==> config.mk <==
export PLATFORM = sky130hd
export DESIGN_NAME = cmp_timer
export DESIGN_NICKNAME = d
export VERILOG_FILES = /design/src/rtl/cmp_timer_pkg.sv /design/src/rtl/cmp_timer_regs.sv /design/src/rtl/cmp_timer_counter.sv /design/src/rtl/cmp_timer_irq.sv /design/src/rtl/cmp_timer.sv
export SDC_FILE = /design/constraint.sdc
export NUM_CORES = 1
export LEC_CHECK = 0
export CAP_MARGIN = 20
export CORE_MARGIN = 5
export CORE_UTILIZATION = 58
export DETAILED_ROUTE_END_ITERATION = 8
export GPL_TIMING_DRIVEN = 0
export PLACE_DENSITY = 0.95
export REMOVE_ABC_BUFFERS = 1
export SLEW_MARGIN = 20
export SYNTH_ARGS = -nofsm -noshare
export SYNTH_HDL_FRONTEND = slang
export SYNTH_SLANG_ARGS = --single-unit
==> constraint.sdc <==
create_clock -name clk -period 4.8 [get_ports clk]
set_input_delay 0.48 -clock clk [delete_from_list [all_inputs] [get_ports clk]]
set_output_delay 0.48 -clock clk [all_outputs]
set_load 0.02 [all_outputs]
==> src/rtl/cmp_timer_pkg.sv <==
package cmp_timer_pkg;
  localparam int ADDR_W = 3;

  localparam logic [ADDR_W-1:0] ADR_CTRL  = 3'd0;
  localparam logic [ADDR_W-1:0] ADR_CMP   = 3'd1;
  localparam logic [ADDR_W-1:0] ADR_COUNT = 3'd2;
  localparam logic [ADDR_W-1:0] ADR_STAT  = 3'd3;
  localparam logic [ADDR_W-1:0] ADR_TRIG  = 3'd4;

  localparam int TRIG_START_BIT = 0;
  localparam int TRIG_STOP_BIT  = 1;

  typedef struct packed {
    logic start_irq;  // bit 1
    logic free_mode;  // bit 0
  } ctrl_t;
endpackage

==> src/rtl/cmp_timer_regs.sv <==
module cmp_timer_regs
  import cmp_timer_pkg::*;
#(
  parameter int CNT_W = 32
) (
  input  logic              clk,
  input  logic              rst,
  input  logic              wr_en,
  input  logic              rd_en,
  input  logic [ADDR_W-1:0] addr,
  input  logic [CNT_W-1:0]  wdata,
  input  logic              running,
  input  logic [CNT_W-1:0]  count,
  output ctrl_t             ctrl,
  output logic [CNT_W-1:0]  cmp_val,
  output logic              start_req,
  output logic              stop_req,
  output logic [CNT_W-1:0]  rdata
);
  localparam int CTRL_W = $bits(ctrl_t);

  logic             wr_trig;
  logic [CNT_W-1:0] rd_mux;

  assign wr_trig   = wr_en && (addr == ADR_TRIG);
  assign stop_req  = wr_trig && wdata[TRIG_STOP_BIT];
  assign start_req = wr_trig && wdata[TRIG_START_BIT] && !wdata[TRIG_STOP_BIT]
                     && ctrl.free_mode;

  always_ff @(posedge clk) begin
    if (rst) begin
      ctrl    <= '0;
      cmp_val <= '0;
    end else if (wr_en) begin
      if (addr == ADR_CTRL && !running) ctrl <= ctrl_t'(wdata[CTRL_W-1:0]);
      if (addr == ADR_CMP) cmp_val <= wdata;
    end
  end

  always_comb begin
    rd_mux = '0;
    case (addr)
      ADR_CTRL:  rd_mux[CTRL_W-1:0] = ctrl;
      ADR_CMP:   rd_mux = cmp_val;
      ADR_COUNT: rd_mux = count;
      ADR_STAT:  rd_mux[0] = running;
      default:   rd_mux = '0;
    endcase
  end

  always_ff @(posedge clk) begin
    if (rst) rdata <= '0;
    else if (rd_en) rdata <= rd_mux;
  end
endmodule

==> src/rtl/cmp_timer_counter.sv <==
module cmp_timer_counter #(
  parameter int CNT_W = 32
) (
  input  logic             clk,
  input  logic             rst,
  input  logic             start_req,
  input  logic             stop_req,
  output logic             running,
  output logic [CNT_W-1:0] count
);
  always_ff @(posedge clk) begin
    if (rst) begin
      running <= 1'b0;
      count   <= '0;
    end else if (stop_req) begin
      running <= 1'b0;
    end else if (start_req) begin
      running <= 1'b1;
      count   <= '0;
    end else if (running) begin
      count <= count + 1'b1;
    end
  end
endmodule

==> src/rtl/cmp_timer_irq.sv <==
module cmp_timer_irq #(
  parameter int CNT_W = 32
) (
  input  logic             clk,
  input  logic             rst,
  input  logic             running,
  input  logic [CNT_W-1:0] count,
  input  logic [CNT_W-1:0] cmp_val,
  input  logic             start_req,
  input  logic             start_irq_en,
  output logic             irq
);
  logic match_hit;
  logic start_hit;

  assign match_hit = running && (count == cmp_val);
  assign start_hit = start_req && start_irq_en;

  always_ff @(posedge clk) begin
    if (rst) irq <= 1'b0;
    else     irq <= match_hit || start_hit;
  end
endmodule

==> src/rtl/cmp_timer.sv <==
module cmp_timer
  import cmp_timer_pkg::*;
#(
  parameter int CNT_W = 32
) (
  input  logic              clk,
  input  logic              rst,
  input  logic              wr_en,
  input  logic              rd_en,
  input  logic [ADDR_W-1:0] addr,
  input  logic [CNT_W-1:0]  wdata,
  output logic [CNT_W-1:0]  rdata,
  output logic              irq
);
  ctrl_t            ctrl;
  logic [CNT_W-1:0] cmp_val;
  logic [CNT_W-1:0] count;
  logic             running;
  logic             start_req;
  logic             stop_req;

  cmp_timer_regs #(.CNT_W(CNT_W)) u_regs (
    .clk       (clk),
    .rst       (rst),
    .wr_en     (wr_en),
    .rd_en     (rd_en),
    .addr      (addr),
    .wdata     (wdata),
    .running   (running),
    .count     (count),
    .ctrl      (ctrl),
    .cmp_val   (cmp_val),
    .start_req (start_req),
    .stop_req  (stop_req),
    .rdata     (rdata)
  );

  cmp_timer_counter #(.CNT_W(CNT_W)) u_counter (
    .clk       (clk),
    .rst       (rst),
    .start_req (start_req),
    .stop_req  (stop_req),
    .running   (running),
    .count     (count)
  );

  cmp_timer_irq #(.CNT_W(CNT_W)) u_irq (
    .clk          (clk),
    .rst          (rst),
    .running      (running),
    .count        (count),
    .cmp_val      (cmp_val),
    .start_req    (start_req),
    .start_irq_en (ctrl.start_irq),
    .irq          (irq)
  );
endmodule

Yosys cells after proc, flatten, opt, wreduce, memory -nomap -nowiden:

Index checks and enable logic that the tools add are counted.

* flip-flop bits (word level): 100

* add/sub/neg operators: 1
* equal/unequal tests: 5
* multiplexer cells: 5
* bitwise operators: 1
* reduce and logical (&&, ||, !) cells: 17

Operators with widths (number)
* 2-to-1 mux 32 bit: 2
* one-hot mux 30 bit (2 select lines): 1
* adder 32 x 1 -> 32 bit, second input constant: 1
* == test 32 bit: 1
* logical AND 1 bit: 8
* == test 3 x 2 -> 1 bit, second input constant: 2
* AND reduction 2 bit: 3
* one-hot mux 1 bit (4 select lines): 1
* == test 3 x 1 -> 1 bit, second input constant: 1
* == test 3 bit, second input constant: 1
* zero test 3 bit: 1
* one-hot mux 1 bit (3 select lines): 1
* zero test 1 bit: 2
* nonzero test 2 bit: 1
* OR reduction 2 bit: 1
* logical OR 1 bit: 1
* NOT 1 bit: 1

Depth between registers and ports, before layout:

* depth after elaboration: 7
* depth in mapped cells: 6
* depth with buffers taken out: 5

By module:

From an unflattened synthesis, not the netlist that was laid out.

* cells, all modules: 602
* area total of the unflattened synthesis: 5217.5 um2

Modules (own cells, without submodules)
* cmp_timer_regs: times used 1, cells an instance 374, area each 3175.5 um2, sequential area each 1321.3 um2
* cmp_timer_counter: times used 1, cells an instance 181, area each 1659.1 um2, sequential area each 660.6 um2
* cmp_timer_irq: times used 1, cells an instance 47, area each 382.9 um2, sequential area each 20.0 um2

Least setup slack after synthesis:

No wires, ideal clock.

* kind: input to register
* start: input port addr[0]
* end: register u_counter.count[12]
* data arrival time: 1863 ps
* slack: 2871 ps
* cell stages on the path: 5
* path buffers: 0
* cell sequence: nand4bb_4 -> nor3_4 -> o21ai_2 -> or4_4 -> a21oi_2

* word-level cells in the longest chain between the ends: 7
* elaborated cells between the ends (all ways): 10

RTL lines
* start, declared: line cmp_timer.sv:10 `input logic [ADDR_W-1:0] addr,`
* == test 3 bit *: line cmp_timer_regs.sv:25 `assign wr_trig = wr_en && (addr == ADR_TRIG);`
* logical AND 1 bit *: line cmp_timer_regs.sv:25
* logical AND 1 bit (2 in series): line cmp_timer_regs.sv:27 `assign start_req = wr_trig && wdata[TRIG_START_BIT] && !wdata[TRIG_STOP_BIT]`
* logical AND 1 bit: line cmp_timer_regs.sv:28 `&& ctrl.free_mode;`
* nonzero test 2 bit (no source line)
* AND reduction 2 bit (no source line)
* end signal, assigned: line cmp_timer_counter.sv:21 `count <= count + 1'b1;`
* end, declared: line cmp_timer_counter.sv:9 `output logic [CNT_W-1:0] count`

Mark *: on every way between the ends. The rest lies on a longest branch, timed or not.
A chain may end at the register's enable or synchronous reset.

Worst setup path after layout:

* start: input port addr[0]
* end: register u_regs.cmp_val[24]

* word-level cells in the longest chain between the ends: 2

RTL lines
* == test 3 x 1 -> 1 bit: line cmp_timer_regs.sv:36 `if (addr == ADR_CMP) cmp_val <= wdata;`
* AND reduction 2 bit (no source line)
* end signal, assigned: line cmp_timer_regs.sv:36
* end, declared: line cmp_timer_regs.sv:15 `output logic [CNT_W-1:0] cmp_val,`

No other way between the ends.

==> metrics.cfg <==
[run_status]
status=finished clean

[logic_synthesis]
ys_warn_count=0
syn-instance-count=547
synth_top_cell_by_area=dfxtp_1
synthSimpleGateAreaFrac=0.206
synth_top_family_by_area=compound AO/OA/AOI/OAI gates
synth_fa_ha_area_frac=0.00266
synth_mux_area_frac=0.00984
yosysTopAreaCellShare=0.425
syn_avg_cell_area_um2=8.60
ys_ff_latch=100
yosysSeqAreaShare=0.425
synthFlopType=dfxtp_1
synth-edff-count=0
syn_area_mm2=0.00471
ys_types=49
synthXorXnorAreaFrac=0.0949
synth_compound_area_frac=0.212
synth_area_leaders=dfxtp_1 (43%), nand2_1 (6.1%), xnor2_1 (5.6%)
synth-async-reset-ratio=0

[run]
max_cap_violations=0

[floorplanning]
ios=72
die_area_mm2=0.0100
die_w_um=100
fp.dieH_um=100
num_rows=32
start_util=0.603
core-area_mm2=0.00781

[clocking]
clkTransAtPathRegs_ps=90
htree_levels=3
clockBufferDepth=2
cts_setup_buffers=0
hold_buffers=0
clock-sinks=100
cts_tree=yes
cts_buffers=9
postCtsResizedCells=0
clk_latency_ps=360
root_buffer=clkbuf_8

[grt]
grt_overflow=0
grt_pass1_vias=4019
antenna_found_initial=0
grtUsageTotal=0.231
grt_pass1_wl_mm=18.9
grt_max_degree=37

[setup_path]
path_cells=clkdlybuf4s50_1, nor3b_4, and2_1, buf_8, nand2_1, a21oi_1
r2r-start=u_counter.count[10]
required_ps=5080
r2r.worst_path.cells=5
crit_path_start_kind=input port
r2r_setup_slack_ps=2610
slowest_delay_ps=750
critPathKind=input port to register
timing.rr.end=u_irq.irq
cp_slowest_cell=nor3b_4
path_max_fanout=18
critPathArrivalTime_ps=3010
end_kind=register

[detailed_routing]
dr.pass1.iters=5
drcViolationCount=0
drt-initial-drc-count=230
drt-total-wl_mm=11.5
num_vias=4139
via_per_inst=5.95
wl_per_cell_um=16.5
ant_nets=0

[timing]
tightest_slew_ps=810
setup_viol=0
setup_tns_ps=0
fin_crit_sh=0.569
finalClockSkew_ps=7.52
hold_viol_final=0
slew_viol_final=0
rsz0062_at_grt=false
whs_ps=489
min_period_ps=2730
slew_headroom=0.459
finalWorstSetupSlack_ps=2070
fmax_ghz=0.366

[power]
intPower_mw=1.19
p_seq_frac=0.549
p_leak_nw=1.81
sw_frac_of_total=0.239
switching_power_mw=0.373
p_per_area_mw_per_mm2=277
vdd_drop_max_v=0.000142
comb_power_share=0.099
clkPwrFrac=0.351

[placement]
numPortBuffers=71
placed_cell_area_mm2=0.00544
place_hpwl_mm=8.44
gp_congestion=0.869
post-place-ws_ps=1460

[worst_hold_path]
hold_path_class=register to register
hold_start=u_regs.rdata[24]
hold_end=u_regs.rdata[24]
whs_path_depth=2

[finish]
antenna_cells=0
final_area_mm2=0.00564
final_nets=630
mostFrequentLayoutCell=dfxtp_1
num-fill-cells=606
drive_gt1_frac=0.0707
layout_common_cells=dfxtp_1 (100), nand2_1 (76), clkdlybuf4s50_1 (69), nor2_1 (59), a21oi_1 (47)
syn_to_final_growth_pct=19.9

==> cell type report <==
type                    count  area [um2]  area share
clock inverters             3        46.3     0.00821
clock buffers              12         155      0.0275
repair buffers             77         793       0.141
well taps                 102         128      0.0226
inverters                   7        26.3     0.00466
flip-flops and latches    100        2000       0.355
multi-input cells         395        2490       0.442
==> registers in the layout (all words and copies together), names as in the netlist <==
name,flops
u_regs.rdata,32
u_regs.ctrl,2
u_irq.irq,1
u_counter.running,1
u_regs.cmp_val,32
u_counter.count,32
==> logic make-up after synthesis <==
| group | after synthesis |
|---|---|
| AOI/OAI and AO/OA | 140 |
| xor gates and xnor gates | 51 |
| adders and majority gates | 1 |
| buffers and inverters | 52 |
| DFF | 100 |
| muxes | 3 |
| and+or+nand+nor | 200 |
==> worst max-delay path, delay by kind of cell <==
| kind | cells | cell delay [ps] |
|---|---|---|
| AND/OR/NAND/NOR | 3 | 1470 |
| buffers and inverters | 2 | 900 |
| AO/OA/AOI/OAI | 1 | 150 |
==> per-layer routing <==
layer  vias to the layer above  share of wire  wire (um)  track usage
li1                       2011              -          -            -
met1                      1984           0.43       4950        0.292
met2                       128           0.51       5810        0.406
met3                        16          0.051        588       0.0375
met4                         0          0.011        130       0.0694
met5                         -              0          0            0
==> stage by stage <==
step                      power [mW]  cells   util
after floorplan                0.935    502      -
after global placement          1.02    675  0.684
after detailed placement        1.03    681  0.696
after CTS                       1.57    696  0.722
after global routing            1.62    696  0.723
final                           1.56    696  0.723
==> worst max-delay path by stage <==
stage / depth (start not counted) / endpoint / slack, ps / startpoint
floorplan: 4 / u_regs.cmp_val[0] / 2080 / addr[2]
detailed placement: 5 / u_regs.cmp_val[24] / 1460 / addr[0]
CTS: 5 / u_regs.cmp_val[24] / 1830 / addr[0]
global route: 6 / u_regs.cmp_val[24] / 1930 / addr[0]
finish: 6 / u_regs.cmp_val[24] / 2070 / addr[0]
global placement: 5 / u_regs.cmp_val[6] / 280 / addr[0]
==> cell usage after synthesis (3+ instances only) <==
cell type	number
o21ai_0	9
xnor2_1	30
inv_1	7
nand3_1	10
dfxtp_1	100
nor2_1	59
a2111oi_4	3
buf_2	8
nor3_1	4
a22oi_1	30
o31ai_1	3
or3_1	10
nand4_1	12
nand3b_1	3
clkbuf_1	32
nand2_1	77
o2111ai_1	6
xor2_1	21
a211oi_1	32
nor4_1	6
buf_6	3
nor2b_1	3
a21oi_1	47
==> power groups by stage <==
stage	clock network [mW]	logic, mW	registers (mW)
3_5_place_dp	0	0.154	0.878
2_1_floorplan	0	0.0436	0.892
3_3_place_gp	0	0.144	0.877
6_report	0.549	0.155	0.859
5_1_grt	0.589	0.166	0.861
4_1_cts	0.559	0.155	0.859
Power figures use the tool's default switching activity.
